--- config.mk ---
export PLATFORM = sky130hd
export DESIGN_NAME = hs_retry_reg
export DESIGN_NICKNAME = d
export VERILOG_FILES = /design/src/rtl/hsr_pkg.sv /design/src/rtl/hsr_tick.sv /design/src/rtl/hsr_limits.sv /design/src/rtl/hsr_core.sv /design/src/rtl/hs_retry_reg.sv
export SDC_FILE = /design/constraint.sdc
export NUM_CORES = 1
export LEC_CHECK = 0
export BUFFER_PORTS_ARGS = -buffer_cell sky130_fd_sc_hd__buf_2
export CORE_ASPECT_RATIO = 0.75
export CORE_MARGIN = 5
export CORE_UTILIZATION = 47
export CTS_CLUSTER_DIAMETER = 50
export DETAILED_ROUTE_END_ITERATION = 16
export HOLD_SLACK_MARGIN = 0.06
export PLACE_DENSITY_LB_ADDON = 0.25
export SYNTH_ARGS = -nofsm -noshare
export SYNTH_HDL_FRONTEND = slang
export SYNTH_SLANG_ARGS = --single-unit
--- constraint.sdc ---
create_clock -name clk -period 2.9 [get_ports clk]
set_clock_uncertainty 0.05 [all_clocks]
set_input_delay 0.29 -clock clk [delete_from_list [all_inputs] [get_ports clk]]
set_output_delay 0.29 -clock clk [all_outputs]
set_load 0.03 [all_outputs]
--- src/rtl/hsr_pkg.sv ---
package hsr_pkg;

  typedef enum logic [2:0] {
    ST_IDLE  = 3'd0,
    ST_BLANK = 3'd1,
    ST_ARMED = 3'd2,
    ST_OFFW  = 3'd3,
    ST_SHUT  = 3'd4
  } hsr_state_e;

endpackage

--- src/rtl/hsr_tick.sv ---
module hsr_tick #(
  parameter int DIV = 250
) (
  input  logic clk,
  input  logic rst_n,
  output logic tick
);
  localparam int W = (DIV > 2) ? $clog2(DIV) : 1;
  localparam logic [W-1:0] LAST = W'(DIV - 1);

  logic [W-1:0] cnt;

  always_ff @(posedge clk or negedge rst_n) begin
    if (!rst_n) begin
      cnt <= '0;
    end else if (cnt == LAST) begin
      cnt <= '0;
    end else begin
      cnt <= cnt + 1'b1;
    end
  end

  assign tick = (cnt == LAST);
endmodule

--- src/rtl/hsr_limits.sv ---
module hsr_limits #(
  parameter int TW     = 10,
  parameter int DG_HV  = 10,
  parameter int DG_MAX = 48,
  parameter int DG_STEP = 8,
  parameter int PER0   = 588,
  parameter int PER1   = 455,
  parameter int PER2   = 333,
  parameter int PER3   = 227
) (
  input  logic [1:0]    freq_sel,
  input  logic [1:0]    dglt_sel,
  input  logic          hv_supply,
  output logic [TW-1:0] dg_lim,
  output logic [TW-1:0] per_lim
);
  localparam int NSEL = 4;

  logic [TW-1:0] dg_tab  [NSEL];
  logic [TW-1:0] per_tab [NSEL];

  for (genvar i = 0; i < NSEL; i++) begin : g_dg
    assign dg_tab[i] = TW'(DG_MAX - DG_STEP * i);
  end

  assign per_tab[0] = TW'(PER0);
  assign per_tab[1] = TW'(PER1);
  assign per_tab[2] = TW'(PER2);
  assign per_tab[3] = TW'(PER3);

  always_comb begin
    dg_lim  = hv_supply ? TW'(DG_HV) : dg_tab[dglt_sel];
    per_lim = per_tab[freq_sel];
  end
endmodule

--- src/rtl/hsr_core.sv ---
module hsr_core
  import hsr_pkg::*;
#(
  parameter int TW       = 10,
  parameter int BLANK_US = 40
) (
  input  logic          clk,
  input  logic          rst_n,
  input  logic          tick,
  input  logic          en_req,
  input  logic          oc_det,
  input  logic          reg_en,
  input  logic          clr_pulse,
  input  logic [TW-1:0] dg_lim,
  input  logic [TW-1:0] per_lim,
  output logic          gate_on,
  output logic          reg_status,
  output hsr_state_e    state
);
  localparam logic [TW-1:0] BLANK_LAST = TW'(BLANK_US - 1);

  hsr_state_e    st;
  logic [TW-1:0] ph_cnt;
  logic [TW-1:0] per_cnt;
  logic          active;
  logic          bnd;
  logic          trip;
  logic          stat_q;

  assign active = (st == ST_BLANK) || (st == ST_ARMED) || (st == ST_OFFW);
  assign bnd    = tick && (per_cnt >= per_lim - 1'b1);
  assign trip   = en_req && (st == ST_ARMED) && tick && oc_det
                  && (ph_cnt >= dg_lim - 1'b1);

  // Retry-period position, anchored at the enable
  always_ff @(posedge clk or negedge rst_n) begin
    if (!rst_n) begin
      per_cnt <= '0;
    end else if (!active) begin
      per_cnt <= '0;
    end else if (tick) begin
      per_cnt <= bnd ? '0 : per_cnt + 1'b1;
    end
  end

  // Phase control: blanking, deglitch, off-wait, shutdown
  always_ff @(posedge clk or negedge rst_n) begin
    if (!rst_n) begin
      st     <= ST_IDLE;
      ph_cnt <= '0;
    end else if (!en_req) begin
      st     <= ST_IDLE;
      ph_cnt <= '0;
    end else begin
      unique case (st)
        ST_IDLE: begin
          st     <= ST_BLANK;
          ph_cnt <= '0;
        end
        ST_BLANK: begin
          if (tick) begin
            if (ph_cnt >= BLANK_LAST) begin
              st     <= ST_ARMED;
              ph_cnt <= '0;
            end else begin
              ph_cnt <= ph_cnt + 1'b1;
            end
          end
        end
        ST_ARMED: begin
          if (trip) begin
            st     <= reg_en ? ST_OFFW : ST_SHUT;
            ph_cnt <= '0;
          end else if (tick) begin
            ph_cnt <= oc_det ? ph_cnt + 1'b1 : '0;
          end
        end
        ST_OFFW: begin
          if (bnd) begin
            st     <= ST_BLANK;
            ph_cnt <= '0;
          end
        end
        ST_SHUT: st <= ST_SHUT;
        default: st <= ST_IDLE;
      endcase
    end
  end

  // Sticky regulation flag: a trip wins over a clear
  always_ff @(posedge clk or negedge rst_n) begin
    if (!rst_n) begin
      stat_q <= 1'b0;
    end else if (trip && reg_en) begin
      stat_q <= 1'b1;
    end else if (clr_pulse) begin
      stat_q <= 1'b0;
    end
  end

  assign gate_on    = (st == ST_BLANK) || (st == ST_ARMED);
  assign reg_status = stat_q;
  assign state      = st;
endmodule

--- src/rtl/hs_retry_reg.sv ---
module hs_retry_reg
  import hsr_pkg::*;
#(
  parameter int TICK_DIV = 250,
  parameter int BLANK_US = 40,
  parameter int DG_HV_US = 10,
  parameter int TW       = 10
) (
  input  logic       clk,
  input  logic       rst_n,
  input  logic       en_req,
  input  logic       oc_det,
  input  logic       hv_supply,
  input  logic [1:0] freq_sel,
  input  logic [1:0] dglt_sel,
  input  logic       reg_en,
  input  logic       clr_pulse,
  output logic       gate_on,
  output logic       reg_status
);
  logic          tick;
  logic [TW-1:0] dg_lim;
  logic [TW-1:0] per_lim;
  hsr_state_e    core_st;

  hsr_tick #(.DIV(TICK_DIV)) u_tick (
    .clk  (clk),
    .rst_n(rst_n),
    .tick (tick)
  );

  hsr_limits #(.TW(TW), .DG_HV(DG_HV_US)) u_lim (
    .freq_sel (freq_sel),
    .dglt_sel (dglt_sel),
    .hv_supply(hv_supply),
    .dg_lim   (dg_lim),
    .per_lim  (per_lim)
  );

  hsr_core #(.TW(TW), .BLANK_US(BLANK_US)) u_core (
    .clk       (clk),
    .rst_n     (rst_n),
    .tick      (tick),
    .en_req    (en_req),
    .oc_det    (oc_det),
    .reg_en    (reg_en),
    .clr_pulse (clr_pulse),
    .dg_lim    (dg_lim),
    .per_lim   (per_lim),
    .gate_on   (gate_on),
    .reg_status(reg_status),
    .state     (core_st)
  );
endmodule

==> summary.md, run 1 <==
| Metric | Value |
|---|---|
| Post-synthesis sequential area ratio | `0.329` |
| XOR/XNOR share of the synthesized area | `0.0252` |
| Number of setup buffers added after CTS | `0` |
| Post-layout util | `0.547` |
| CTS Sinks | `32` |
| Crit start category | `input pin` |
| Total grt overflow | `0` |
| Initial Util | `0.492` |
| Via-to-Cell Ratio | `between 5 and 6` |
| CTS tree | `done` |
| Max Cap Viol | `0` |
| CP arrival | `2.76 ns` |
| TNS Setup | `0 ns` |
| Worst Hold Slack | `between 0.1 and 0.15 ns` |
| Critical Path Sink Type | `flip-flop` |
| YS warnings | `0` |
| # resized after CTS | `0` |
| Clk Tree Root Cell | `clkbuf_8` |
| Core Region | `just under 5000 um^2` |
| Clock buffer depth | `2` |
| Final Setup Violations | `0` |
| Nets@finish | `around 330` |
| Drt wl/cell | `~15 um` |
| Multi-input gate area | `1550 um^2` |
| Place WS | `0.0336 ns` |
| Routed wl met2 | `between 2000 and 2500 um` |
| Ant diodes | `0` |
| Fillers | `roughly 440` |
| Synthesis-to-finish area growth | `11.4%` |
| Routed met1 length | `between 2000 and 3000 um` |
| Clock transition at path regs | `roughly 0.07 ns` |
| FF/Latch Area | `801 um^2` |
| DRC violations left | `0` |
| Async SR Flop Fraction | `1.00` |
| Initial antenna violation count | `0` |
| Worst-margin pin slew | `a little over 0.7 ns` |
| Layout cell share with drive strength beyond 1 | `0.137` |
| Synth Cell Area | `~2400 um^2` |
| Commonest cells after routing, fill and taps aside | `dfrtp_1, ha_1, o21ai_0` |
| CP Max Fanout | `11` |
| Critical path class | `input pin to flip-flop` |
| VDD IR max | `0.348 mV` |
| Max transition margin | `0.527` |
| DR pass1 iterations | `4` |
| DR vias | `2085` |
| Post-route ant nets | `0` |
| Cell total after placement | `roughly 340` |
| Top sig layer | `met4` |
| DRC marker count from the first detailed-route iteration | `180` |
| RSZ-0062 raised after global routing | `false` |
| Synth Area in Simple Gates | `0.214` |
| Port bufs | `12` |
| Synthesized area per cell | `~9 um^2` |
| Ys flop type | `dfrtp_1` |
| Fin worst setup slack | `0.313 ns` |
| FF+latch count, synth | `32` |
| Worst min path class | `input pin to flip-flop` |
| Status | `complete, no violations` |
| Detailed Place HPWL | `between 4000 and 5000 um` |
| Main combinational cell family by area after synthesis | `compound AO/OA/AOI/OAI gates` |
| Horiz. Die Dim | `approximately 93 um` |
| Routed Wire Length | `about 5300 um` |
| Cell variety after synth | `50` |
| Final worst-path cycle share | `0.892` |
| Global-route wire length before repair | `8710 um` |
| Vias in the first global route | `between 1500 and 2000` |
| Skew-Pair Late Insertion Delay | `about 0.28 ns` |
| Cells after Synth | `271` |
| Num CTS Buffers | `5` |
| Largest net degree at the start of global routing | `33` |
| Ports | `13` |
| Placed cell area | `between 2000 and 3000 um^2` |
| Final instance area | `around 2700 um^2` |
| Max Clk Rate | `roughly 390 MHz` |
| Total power | `approximately 1.2 mW` |
| Required @ worst endpoint | `3.07 ns` |
| Commonest non-fill, non-tap cell in the layout | `dfrtp_1` |
| Synth Net Count | `about 310` |
| Hold Vio Cnt, Final | `0` |
| H-tree levels | `2` |
| Total track usage | `0.161` |
| Fin cells | `around 350` |
| Leakage | `between 1 and 1.5 nW` |
| Metal3 WL | `between 200 and 250 um` |
| Height of the chip | `between 70 and 80 um` |
| Post-synth EDFFs | `0` |
| Rows | `22` |
| Placer Congestion | `approximately 0.80` |
| Cell Pwr Density | `between 400 and 500 nW/um^2` |
| Final Max Tran Viols | `0` |
| Die ar. | `between 6000 and 7000 um^2` |
| Post-synthesis adder-cell area fraction | `0.149` |
| Mux cell area share after synthesis | `0` |
| Min cycle time layout | `around 2.6 ns` |
| Compound-Gate Fraction of Synth Area | `0.244` |
-- critical path, stage by stage --
cell      delay [ns]
buf_2           0.13
ha_1            0.31
nor3b_1         0.26
ha_1            0.28
ha_1            0.31
nand4_1         0.10
o21bai_1        0.10
o21ai_0         0.17
a31oi_1         0.11
buf_4           0.21
nor3_4          0.28
a22o_1          0.20
-- layout make-up --
class,instances,share of cell area
Clock buffer,5,0.0254
Clock inverter,3,0.0157
Inverter,17,0.0235
Multi-Input combinational cell,216,0.570
Sequential cell,32,0.295
Tap cell,60,0.0277
Timing Repair Buffer,19,0.0424
-- cell usage after synthesis (6+ instances only) --
cell	instances	area share
o21ai_1	9	0.018
nand2_1	18	0.028
o21ai_0	23	0.047
ha_1	29	0.15
nor2_1	14	0.022
nor2b_1	7	0.018
nand2b_1	8	0.021
dfrtp_1	32	0.33
a22o_1	8	0.029
nand3_1	15	0.031
and3_1	8	0.021
xor2_1	6	0.022
a21oi_1	12	0.025
inv_1	17	0.026
-- flip-flops by register name (all words and copies together) (netlist names) --
register / count
u_tick.cnt: 8
u_core.reg_status: 1
u_core.per_cnt: 10
u_core.state: 3
u_core.ph_cnt: 10
-- cell families after synthesis --
kind of cell             count (synthesis)
buffers and inverters                   23
AO/OA/AOI/OAI                           84
adder cells (fa/ha/maj)                 29
AND/OR/NAND/NOR                         94
flip-flops                              32
other                                    2
XOR/XNOR                                 7
-- power by group --
| group | switching [mW] | internal (mW) |
|---|---|---|
| clock network | 0.172 | 0.254 |
| registers | 0.0295 | 0.461 |
| logic | 0.172 | 0.106 |
-- what timing repair did --
action / 4_1_cts / 5_1_grt
hold buffers: 1 / 0
endpoints found under the hold margin: 32 / 0
setup endpoints to repair: 0 / 0
-- path summary, 6_finish.rpt --
path / start / end / slack (ns) / depth (start not counted)
worst max-delay path: dglt_sel[0] / u_core.ph_cnt[7] / 0.31 / 12
worst min-delay path: clr_pulse / u_core.reg_status / 0.15 / 2
worst max register to register: u_tick.cnt[1] / u_core.ph_cnt[7] / 0.41 / 8
min in group asynchronous: rst_n / u_core.state[0] / 0.55 / 2
worst min register to register: u_tick.cnt[6] / u_tick.cnt[6] / 0.46 / 1
max in group asynchronous: rst_n / u_tick.cnt[3] / 1.80 / 2
-- routing by layer --
layer  up-vias  global-route usage
li1       1045                   -
met1      1000               0.232
met2        36               0.247
met3         4              0.0383
met4         0              0.0309
met5         -                   0
Power figures use the tool's default switching activity.
==> run 2: changes to the inputs <==
==> constraint.sdc (replaced) <==
create_clock -name clk -period 2.55 [get_ports clk]
set_clock_uncertainty 0.05 [all_clocks]
set_input_delay 0.255 -clock clk [delete_from_list [all_inputs] [get_ports clk]]
set_output_delay 0.255 -clock clk [all_outputs]
set_load 0.03 [all_outputs]
==> summary.md, run 2 (synthesized netlist as in run 1, its figures left out) <==
| Metric | Value |
|---|---|
| Port bufs | `12` |
| Max transition margin | `0.528` |
| Core Region | `around 5000 um^2` |
| Final Setup Violations | `0` |
| VDD IR max | `about 0.25 mV` |
| DRC violations left | `0` |
| Vias in the first global route | `around 2100` |
| Commonest non-fill, non-tap cell in the layout | `dfrtp_1` |
| Sequential Power Share | `0.424` |
| Detailed Place HPWL | `~4300 um` |
| Max Cap Viol | `0` |
| Hold Vio Cnt, Final | `0` |
| Clock buffer depth | `2` |
| Synthesis-to-finish area growth | `17.3%` |
| DR vias | `~2100` |
| DRC marker count from the first detailed-route iteration | `approximately 170` |
| Die ar. | `approximately 6700 um^2` |
| Leakage | `~1.3 nW` |
| Skew-Pair Late Insertion Delay | `about 0.28 ns` |
| H-tree levels | `2` |
| Total power | `~1.3 mW` |
| Ant diodes | `0` |
| Clock power frac | `0.310` |
| Layout cell share with drive strength beyond 1 | `0.199` |
| Cell total after placement | `361` |
| Commonest cells after routing, fill and taps aside | `dfrtp_1, ha_1, buf_4` |
| Nets@finish | `350` |
| Final worst-path cycle share | `0.956` |
| Total track usage | `0.184` |
| Drt wl/cell | `~15 um` |
| Worst-margin pin slew | `0.708 ns` |
| Sw frac | `0.325` |
| Initial Util | `0.492` |
| Net Sw Power | `between 0.4 and 0.5 mW` |
| Routed wl met2 | `approximately 2400 um` |
| Initial antenna violation count | `0` |
| Status | `complete, no violations` |
| Required @ worst endpoint | `2.72 ns` |
| CP arrival | `approximately 2.6 ns` |
| Horiz. Die Dim | `roughly 93 um` |
| DR pass1 iterations | `4` |
| Post-route ant nets | `0` |
| Crit start category | `input pin` |
| Global-route wire length before repair | `between 9000 and 10000 um` |
| Slowest CP cell | `ha_1` |
| Metal3 WL | `324 um` |
| Top sig layer | `met4` |
| Logic pwr share | `0.266` |
| Routed met1 length | `2840 um` |
| Critical Path Sink Type | `flip-flop` |
| Buffers & Inverters on Critical Path | `2` |
| CTS Sinks | `32` |
| Internal power | `0.885 mW` |
| Critical path class | `input pin to flip-flop` |
| Placer Congestion | `roughly 0.80` |
| Clock transition at path regs | `~0.07 ns` |
| RSZ-0062 raised after global routing | `true` |
| Worst Hold Slack | `about 0.11 ns` |
| Final Max Tran Viols | `0` |
| Via-to-Cell Ratio | `~5.7` |
| Min cycle time layout | `roughly 2.4 ns` |
| Crit-path most repeated cell | `ha_1` |
| Largest regs | `u_core.per_cnt x10, u_core.ph_cnt x10, u_tick.cnt x8` |
| Num CTS Buffers | `5` |
| Routed Wire Length | `roughly 5600 um` |
| Rows | `22` |
| Height of the chip | `between 70 and 80 um` |
| Largest net degree at the start of global routing | `33` |
| Top Family by Delay on Critical Path | `adder cells` |
| Worst min path class | `input pin to flip-flop` |
| Critical-path cell list | `buf_2 > ha_1 > or2_2 > ha_1 > ha_1 > nand4_1 > o21bai_1 > o21ai_1 > a31oi_2 > buf_6 > nor3_4 > a22o_1` |
| Total grt overflow | `0` |
| Fin cells | `~370` |
| Max incr delay on CP | `roughly 0.31 ns` |
| Clk Tree Root Cell | `clkbuf_8` |
| Cell Pwr Density | `~460 nW/um^2` |
| Max Clk Rate | `around 400 MHz` |
| Ports | `13` |
| CP Max Fanout | `8` |
| CTS tree | `done` |
[run 2: changes by cell type in the layout (fill, tap and decap cells not counted), sizes merged]
cell      change
clkbuf        +1
buf          +19
bufinv        -1
clkinvlp      -1
clkinv        +1
[run 2: area by class of cell]
class	instances	area, um^2
tap	60	75.1
fill	442	2100
clock buffer	6	82.6
multi-input combinational	216	1570
inverter	17	63.8
timing repair buffer	38	259
clock inverter	2	10.0
sequential	32	801
[run 2: per-stage QoR]
step / setup slack, ns / setup TNS, ns / area (um^2) / utilization
final: 0.112 / 0 / 2860 / 0.577
after global routing: -0.0201 / -0.0901 / 2860 / 0.577
after CTS: 0.0955 / 0 / 2840 / 0.573
after detailed placement: -0.199 / -2.24 / 2740 / 0.553
after global placement: -0.0793 / -0.743 / 2740 / 0.553
after floorplan: 0.0361 / 0 / 2450 / -
[run 2: timing repair]
action | in CTS | in global routing
hold buffers | 1 | 0
endpoints found under the setup margin | 0 | 10
resized for setup | 0 | 3
setup buffers | 0 | 0
endpoints found under the hold margin | 32 | 0
[run 2: power groups by stage]
stage / Clock [mW] / Sequential (mW) / Combinational [mW]
after global placement: 0 / 0.566 / 0.328
after detailed placement: 0 / 0.567 / 0.336
after floorplan: 0 / 0.551 / 0.238
after global routing: 0.447 / 0.561 / 0.395
after CTS: 0.415 / 0.557 / 0.339
final: 0.407 / 0.557 / 0.349
[run 2: routing by layer]
metal  up-vias  GRT usage
li1       1086          -
met1       998      0.261
met2        43      0.284
met3         5     0.0383
met4         0     0.0537
met5         -          0
[run 2: path summary, 6_finish.rpt]
path | from | endpoint | slack (ns) | cells after the start
worst min-delay path | clr_pulse | u_core.reg_status | 0.11 | 2
worst max register to register | u_core.ph_cnt[0] | u_core.ph_cnt[6] | 0.17 | 8
worst min register to register | u_tick.cnt[6] | u_tick.cnt[6] | 0.45 | 1
worst max-delay path | dglt_sel[0] | u_core.ph_cnt[6] | 0.11 | 12
min in group asynchronous | rst_n | u_core.ph_cnt[0] | 0.50 | 2
max in group asynchronous | rst_n | u_core.per_cnt[9] | 1.49 | 2
